===== src/rtl/flo_pkg.sv =====
// Package: shared constants and the slot type for the flag-offset loader.
// Assumes four byte-wide offset registers visited in a fixed cyclic order.
package flo_pkg;
    localparam int BYTE_W    = 8;
    localparam int NUM_SLOTS = 4;
    localparam int SLOT_W    = $clog2(NUM_SLOTS);
    localparam logic [BYTE_W-1:0] LO_DEFAULT = 8'd7;
    localparam logic [BYTE_W-1:0] HI_DEFAULT = 8'd0;

    // Slot order is behavioural: the pointers rely on it.
    typedef enum logic [SLOT_W-1:0] {
        SLOT_EMPTY_LO = 2'd0,
        SLOT_EMPTY_HI = 2'd1,
        SLOT_FULL_LO  = 2'd2,
        SLOT_FULL_HI  = 2'd3
    } slot_t;

    // High-byte slots have odd indices.
    function automatic logic is_hi_slot(input slot_t s);
        return s[0];
    endfunction
endpackage


===== src/rtl/flo_ring_ptr.sv =====
// Module: rotating slot pointer. Steps through the four slots in order and
// wraps after the last. Assumes adv is pulsed at most once per cycle.
module flo_ring_ptr
    import flo_pkg::*;
(
    input  logic  clk,
    input  logic  rst_n,
    input  logic  adv,
    output slot_t idx
);
    localparam slot_t LAST = slot_t'(NUM_SLOTS - 1);

    // Pointer register: back to slot 0 on reset, one step per advance.
    always_ff @(posedge clk) begin
        if (!rst_n)
            idx <= SLOT_EMPTY_LO;
        else if (adv)
            idx <= (idx == LAST) ? SLOT_EMPTY_LO : slot_t'(idx + 1'b1);
    end
endmodule


===== src/rtl/flo_ctrl.sv =====
// Module: mode capture and access decode. The load strobe level during reset
// selects programmable mode. Simultaneous write and read requests cancel.
// Assumes no enables are active while reset is applied.
module flo_ctrl (
    input  logic clk,
    input  logic rst_n,
    input  logic ld_n,
    input  logic wr_en_n,
    input  logic rd_en1_n,
    input  logic rd_en2_n,
    output logic prog_mode,
    output logic wr_go,
    output logic rd_go
);
    logic wr_req;
    logic rd_req;

    // Mode register: samples the strobe while reset is held.
    always_ff @(posedge clk) begin
        if (!rst_n)
            prog_mode <= ~ld_n;
    end

    // Request decode with mutual cancellation.
    always_comb begin
        wr_req = prog_mode && !ld_n && !wr_en_n;
        rd_req = prog_mode && !ld_n && !rd_en1_n && !rd_en2_n;
        wr_go  = wr_req && !rd_req;
        rd_go  = rd_req && !wr_req;
    end
endmodule


===== src/rtl/flo_bank.sv =====
// Module: four offset registers with per-slot width masking and a registered
// readback byte. Assumes wr_go and rd_go are never high together.
module flo_bank
    import flo_pkg::*;
#(
    parameter int ADDR_W = 10
) (
    input  logic              clk,
    input  logic              rst_n,
    input  logic              wr_go,
    input  slot_t             wr_idx,
    input  logic [BYTE_W-1:0] wr_data,
    input  logic              rd_go,
    input  slot_t             rd_idx,
    output logic [BYTE_W-1:0] rd_byte,
    output logic [BYTE_W-1:0] slot_q [NUM_SLOTS]
);
    localparam int HI_W = ADDR_W - BYTE_W;
    localparam logic [BYTE_W-1:0] HI_MASK = BYTE_W'((1 << HI_W) - 1);
    localparam logic [BYTE_W-1:0] LO_MASK = {BYTE_W{1'b1}};

    for (genvar g = 0; g < NUM_SLOTS; g++) begin : g_slot
        localparam logic              IS_HI = is_hi_slot(slot_t'(g));
        localparam logic [BYTE_W-1:0] MASK  = IS_HI ? HI_MASK : LO_MASK;
        localparam logic [BYTE_W-1:0] INIT  = IS_HI ? HI_DEFAULT : LO_DEFAULT;

        // Slot register: default on reset, masked load when selected.
        always_ff @(posedge clk) begin
            if (!rst_n)
                slot_q[g] <= INIT;
            else if (wr_go && wr_idx == slot_t'(g))
                slot_q[g] <= wr_data & MASK;
        end
    end

    // Readback register: cleared on reset, updated only on a read.
    always_ff @(posedge clk) begin
        if (!rst_n)
            rd_byte <= '0;
        else if (rd_go)
            rd_byte <= slot_q[rd_idx];
    end
endmodule


===== src/rtl/flo_offset_loader.sv =====
// Module: top of the flag-offset loader. Ties the mode/decode logic, two
// rotating pointers and the register bank together, and assembles the 16-bit
// offsets. Assumes DATA_W > 8 and 8 < ADDR_W <= 16.
module flo_offset_loader
    import flo_pkg::*;
#(
    parameter int DATA_W = 9,
    parameter int ADDR_W = 10
) (
    input  logic                clk,
    input  logic                rst_n,
    input  logic                ld_n,
    input  logic                wr_en_n,
    input  logic                rd_en1_n,
    input  logic                rd_en2_n,
    input  logic [BYTE_W-1:0]   din,
    output logic [DATA_W-1:0]   dout,
    output logic [2*BYTE_W-1:0] empty_offset,
    output logic [2*BYTE_W-1:0] full_offset
);
    localparam int PAD_W = DATA_W - BYTE_W;

    logic              prog_mode;
    logic              wr_go;
    logic              rd_go;
    slot_t             wr_idx;
    slot_t             rd_idx;
    logic [BYTE_W-1:0] rd_byte;
    logic [BYTE_W-1:0] slot_q [NUM_SLOTS];

    flo_ctrl i_ctrl (
        .clk      (clk),
        .rst_n    (rst_n),
        .ld_n     (ld_n),
        .wr_en_n  (wr_en_n),
        .rd_en1_n (rd_en1_n),
        .rd_en2_n (rd_en2_n),
        .prog_mode(prog_mode),
        .wr_go    (wr_go),
        .rd_go    (rd_go)
    );

    flo_ring_ptr i_wr_ptr (.clk(clk), .rst_n(rst_n), .adv(wr_go), .idx(wr_idx));
    flo_ring_ptr i_rd_ptr (.clk(clk), .rst_n(rst_n), .adv(rd_go), .idx(rd_idx));

    flo_bank #(.ADDR_W(ADDR_W)) i_bank (
        .clk    (clk),
        .rst_n  (rst_n),
        .wr_go  (wr_go),
        .wr_idx (wr_idx),
        .wr_data(din),
        .rd_go  (rd_go),
        .rd_idx (rd_idx),
        .rd_byte(rd_byte),
        .slot_q (slot_q)
    );

    // Output assembly: zero-extend readback, pair the bytes into offsets.
    always_comb begin
        dout         = {{PAD_W{1'b0}}, rd_byte};
        empty_offset = {slot_q[SLOT_EMPTY_HI], slot_q[SLOT_EMPTY_LO]};
        full_offset  = {slot_q[SLOT_FULL_HI],  slot_q[SLOT_FULL_LO]};
    end
endmodule


===== config.mk =====
export PLATFORM = sky130hd
export DESIGN_NAME = flo_offset_loader
export DESIGN_NICKNAME = d
export VERILOG_FILES = /design/src/rtl/flo_pkg.sv /design/src/rtl/flo_ring_ptr.sv /design/src/rtl/flo_ctrl.sv /design/src/rtl/flo_bank.sv /design/src/rtl/flo_offset_loader.sv
export SDC_FILE = /design/constraint.sdc
export NUM_CORES = 1
export LEC_CHECK = 0
export ABC_CLOCK_PERIOD_IN_PS = 3200
export BUFFER_PORTS_ARGS = -buffer_cell sky130_fd_sc_hd__buf_4
export CORE_ASPECT_RATIO = 2
export CORE_MARGIN = 2
export CORE_UTILIZATION = 53
export CTS_CLUSTER_DIAMETER = 60
export CTS_CLUSTER_SIZE = 12
export DETAILED_ROUTE_END_ITERATION = 8
export PLACE_DENSITY = 0.84
export SETUP_SLACK_MARGIN = 0.3
export SLEW_MARGIN = 5
export SYNTH_ARGS = -nofsm -noshare
export SYNTH_HDL_FRONTEND = slang
export SYNTH_SLANG_ARGS = --single-unit

===== constraint.sdc =====
create_clock -name clk -period 3.2 [get_ports clk]
set_input_delay 0.8 -clock clk [delete_from_list [all_inputs] [get_ports clk]]
set_output_delay 0.8 -clock clk [all_outputs]
set_load 0.02 [all_outputs]

# Yosys cells after proc, flatten, opt, wreduce, memory -nomap -nowiden
# Index checks and enable logic that the tools add are counted.
[totals]
regBits = 33
input_bits = 14
[classes]
addsub = 2
order_cmp = 1
n_eq_ne = 4
mux = 5
bitwise_logic = 2
reduce_logical = 17
[ops]
columns = ["cell", "count"]
rows = [
  ["8-bit binary-select mux with 2-bit select", 1],
  ["8-bit 2-to-1 mux", 2],
  ["1-bit logical AND", 10],
  ["2-bit equality test (second input constant)", 3],
  ["1-bit zero test", 6],
  ["2-bit by 1-bit adder with 2-bit output (second input constant)", 2],
  ["2-bit 2-to-1 mux", 2],
  ["3-bit greater-or-equal comparator (second input constant)", 1],
  ["2-bit inverter with 3-bit output", 1],
  ["2-bit by 1-bit equality test with 1-bit output (second input constant)", 1],
  ["2-bit zero test", 1],
  ["1-bit inverter", 1],
]

# Depth between registers and ports, before layout
[logic_depth]
depth_word = 7
ltp_mapped = 5

# By module
# A second synthesis with hierarchy kept.
[hier_totals]
cells_unflattened = 146
area_unflattened_um2 = 1542.7
[by_module_without_submodules]
columns = ["mod", "n_inst", "cells_per_inst", "area_per_inst_um2", "seq_area_each_um2"]
rows = [
  ["flo_bank", 1, 122, 1273.7, 560.5],
  ["flo_ring_ptr", 2, 8, 95.1, 40.0],
  ["flo_ctrl", 1, 6, 67.6, 30.0],
  ["flo_offset_loader", 1, 2, 11.3, 0.0],
]

# Worst setup path after synthesis
# No wires, ideal clock.
[synth_timing]
path_kind = "input-to-reg"
start = "input ld_n"
end = "register i_bank.rd_byte[2]"
setup_time_ps = 71
arrival_ps = 2024
required_time_ps = 3129
slack_ps = 1106
path_stages = 4
n_path_buf = 1
path_cell_list = "or4b_1 -> clkbuf_2 -> or4_1 -> a21oi_1"
[synth_via]
elab_chain_len = 5
elab_cells_between_ends = 7
[synth_lines]
columns = ["item", "line_no", "text"]
rows = [
  ["from (decl)", "flo_offset_loader.sv:12", "input logic ld_n,"],
  ["1-bit zero test (*)", "flo_ctrl.sv:26, flo_ctrl.sv:27", ""],
  ["1-bit logical AND (*)", "flo_ctrl.sv:26, flo_ctrl.sv:27", ""],
  ["1-bit logical AND (on tied branches)", "flo_ctrl.sv:27, flo_ctrl.sv:26", ""],
  ["1-bit logical AND or 1-bit zero test (tied branches)", "flo_ctrl.sv:27, flo_ctrl.sv:29", ""],
  ["1-bit logical AND (*)", "flo_ctrl.sv:29", "rd_go = rd_req && !wr_req;"],
  ["to (signal assigned)", "flo_bank.sv:41", "rd_byte <= slot_q[rd_idx];"],
  ["to (decl)", "flo_bank.sv:15", "output logic [BYTE_W-1:0] rd_byte,"],
]
# Mark *: on every way between the ends. The rest lies on a longest branch, timed or not.
# A chain may end at the register's enable or synchronous reset.

# Worst setup path after layout
[layout_timing]
start = "input ld_n"
end = "register i_bank.rd_byte[6]"
# Same word-level chain as after synthesis.

==> summary.txt <==
Run status
  • Outcome: complete, no violations

CTS
  • Hold_buf cts: 0
  • CTS resizes: 0
  • Clk root buf: clkbuf_8
  • Clk buf depth: 2
  • Skew-Pair Late Insertion Delay: 290 ps
  • H-tree Lvls: 2
  • CTS sink cnt: 33
  • Post-CTS Setup Repair Bufs: 0
  • CTS tree: yes
  • CTS buffer count: 5
  • Clk pin slew, worst setup/hold paths: around 70 ps

STA
  • Final Slew Violations: 0
  • Max Fclk: 0.458 GHz
  • Max-slew headroom at the worst pin: 0.617
  • Setup TNS: 0 ps
  • Final worst-path cycle share: 0.683
  • RSZ-0062 raised after global routing: no
  • Hold Vio Cnt, Final: 0
  • Post-layout minimum cycle time: 2180 ps
  • Worst slew pin tran: around 570 ps
  • Setup violations, final: 0
  • Worst Skew: 2.25 ps

Synth
  • Cell variety after synth: 27
  • Main combinational cell family by area after synthesis: multiplexers
  • Synth async-reset ratio: 0
  • Seq/Total Area, Yosys: 0.420
  • FF+latch count, synth: 33
  • Leading cell type by number of instances after synthesis: dfxtp_1
  • Gate Count Post-Synth: approximately 170
  • Mapped Avg Cell Area: a little over 9 um2
  • Mapped Area: 1600 um2
  • Simple-Gate Fraction of Synth Area: 0.169
  • Ys flop type: dfxtp_1
  • Post-synth top cells: 32 x dfxtp_1, 23 x mux2i_1, 21 x nand2_1
  • Compound-Gate Fraction of Synth Area: 0.0949
  • Post-Synth XOR/XNOR Area: 0
  • Synth area leaders: dfxtp_1 40%, mux2i_1 14%, buf_4 6.1%
  • Post-synth EDFFs: 1
  • Ys Warns: 0
  • Synth top area share: 0.402
  • Mux cell area share after synthesis: 0.173
  • Post-synth top area cell: dfxtp_1
  • Fraction of the mapped netlist area in adder cells: 0.0392

Layout
  • Layout area overhead: 22.4%
  • Number of diodes: 0
  • Fin nets: between 200 and 250
  • Layout Cells excl Fill: 240
  • Share of cells above drive strength 1: 0.252

Setup path
  • Cell depth of the worst setup path: 4
  • Critical path class: in2reg
  • Top delay family on crit path: simple AND/OR/NAND/NOR gates
  • Crit path capture: i_bank.rd_byte[6]$_SDFFE_PN0P_
  • Critical Path Sink Type: flop
  • Crit start category: primary input
  • Reg2Reg Setup Slack: between 1000 and 1500 ps
  • R2R cell count: 3
  • Worst Setup SP: ld_n
  • Worst path cell trace: buf_4, or4b_1, or4_1, a21oi_1
  • Critical path fanouts, max: 17
  • Slowest-stage cell, CP: or4b_1
  • Max incr delay on CP: approximately 740 ps
  • Buffers & Inverters on Critical Path: 1
  • RR Startpoint: i_ctrl.prog_mode$_DFFE_PN_
  • Worst EP arrival: approximately 2400 ps
  • Reg2reg end: i_bank.rd_byte[6]$_SDFFE_PN0P_
  • WP data required: 3410 ps

Routing
  • 1st-iter DRT viols: 25
  • WL final: roughly 3700 um
  • Routed WL per cell: roughly 15 um
  • DR pass1 iterations: 4
  • Via-per-instance ratio: about 5.6
  • DRC Markers: 0
  • Total number of vias: between 1000 and 1500
  • Final antenna-violating net count: 0

Placed design
  • PortBufs: 41
  • Placer Congestion: slightly above 0.8
  • HPWL after DPL: 2830 um
  • Placed Cells: roughly 230

Floorplanning
  • Die H: about 82 um
  • Rows: 28
  • Starting Density: 0.549
  • Die W: roughly 43 um
  • Die footprint: between 3000 and 4000 um2
  • Core area: 2910 um2
  • I/O Pins: between 50 and 60

Pwr
  • IR drop worst, VDD: 370 uV
  • Power after layout: approximately 0.85 mW
  • Sw Ratio: 0.246
  • Flop pwr share: 0.499
  • Static leakage: around 0.91 nW
  • Pint: between 0.6 and 0.7 mW
  • Logic pwr share: 0.096
  • Clock network power share: 0.406
  • Sw power: roughly 0.21 mW
  • Pwr dens: approximately 440 nW/um2

Job
  • Max cap viols: 0

Global route
  • Global route overflow: 0
  • Initial antenna violation count: 0
  • Largest net degree at the start of global routing: 28
  • Vias in the first global route: 1389
  • Tot GR Track Use: 0.233
  • First-pass GRT wire length: roughly 6200 um

Min path
  • Worst Hold Class: reg2reg
-- logic make-up after synthesis --
logic type	Yosys count
simple gates	52
flops	33
other cells	1
compound gates	27
buf+inv	29
fa+ha+maj	5
mux	25
-- placed cells by master (no fill, tap or decap) --
cell,instances
clkbuf_8,7
nand2_1,21
nand4_1,3
dfxtp_1,32
nor3b_1,1
ha_1,5
mux2i_1,23
buf_4,42
edfxtp_1,1
or4_1,7
and3_1,3
inv_1,4
nor4b_1,1
conb_1,13
clkinv_1,1
a21oi_1,12
nor2b_1,3
nand3_1,7
o21a_1,2
or2_2,1
mux4_2,2
or4b_1,1
o31a_1,3
nor2_1,4
o21ai_0,10
clkinv_2,1
-- worst register-to-register path: stages (launching register included) --
cell	delay, ps
edfxtp_1	360
or4b_1	670
or4_1	550
a21oi_1	170
-- layer usage --
metal | global-route usage | vias up | wire length, um
li1 | - | 647 | -
met1 | 0.228 | 640 | 1280
met3 | 0.0593 | 15 | 178
met4 | 0.144 | 0 | 121
met5 | 0 | - | 0
met2 | 0.423 | 44 | 2090
-- power by group through the flow --
stage | Clock [mW] | Combinational [mW] | Sequential, mW
floorplan | 0 | 0.0606 | 0.438
global placement | 0 | 0.0779 | 0.434
detailed placement | 0 | 0.0812 | 0.434
CTS | 0.350 | 0.0814 | 0.425
global route | 0.368 | 0.0903 | 0.426
finish | 0.346 | 0.0817 | 0.425
-- worst min-delay path by stage --
stage                                         from                        endpoint  slack, ps  cells past startpoint
detailed placement  i_bank.rd_byte[7]$_SDFFE_PN0P_  i_bank.rd_byte[7]$_SDFFE_PN0P_        480                      2
global placement    i_bank.rd_byte[2]$_SDFFE_PN0P_  i_bank.rd_byte[2]$_SDFFE_PN0P_        460                      2
floorplan           i_bank.slot_q[31]$_SDFFE_PN0P_  i_bank.slot_q[31]$_SDFFE_PN0P_        540                      2
global route        i_bank.rd_byte[7]$_SDFFE_PN0P_  i_bank.rd_byte[7]$_SDFFE_PN0P_        500                      2
CTS                 i_bank.rd_byte[7]$_SDFFE_PN0P_  i_bank.rd_byte[7]$_SDFFE_PN0P_        490                      2
finish              i_bank.slot_q[28]$_SDFFE_PN0P_  i_bank.slot_q[28]$_SDFFE_PN0P_        490                      2
-- cell type report --
class | instances | area, um2
multi-input combinational | 122 | 808
clock buffer | 7 | 96.3
clock inverter | 1 | 5.00
sequential | 33 | 671
inverter | 5 | 18.8
timing repair buffer | 42 | 315
fill | 228 | 956
tap | 30 | 37.5
-- stage by stage --
step                setup slack, ps  hold slack [ps]  cell area, um2  utilization
floorplan                      1110              545            1640            -
global placement                817              459            1850        0.636
detailed placement              719              475            1850        0.636
global route                    918              499            1950        0.671
finish                         1020              486            1950        0.671
CTS                            1020              486            1950        0.671
-- sequential cells by signal, indices dropped and copies added, names as in the netlist --
signal            cells
i_wr_ptr.idx          2
i_bank.slot_q        20
i_bank.rd_byte        8
i_rd_ptr.idx          2
i_ctrl.prog_mode      1
(Power assumes the default switching activity.)
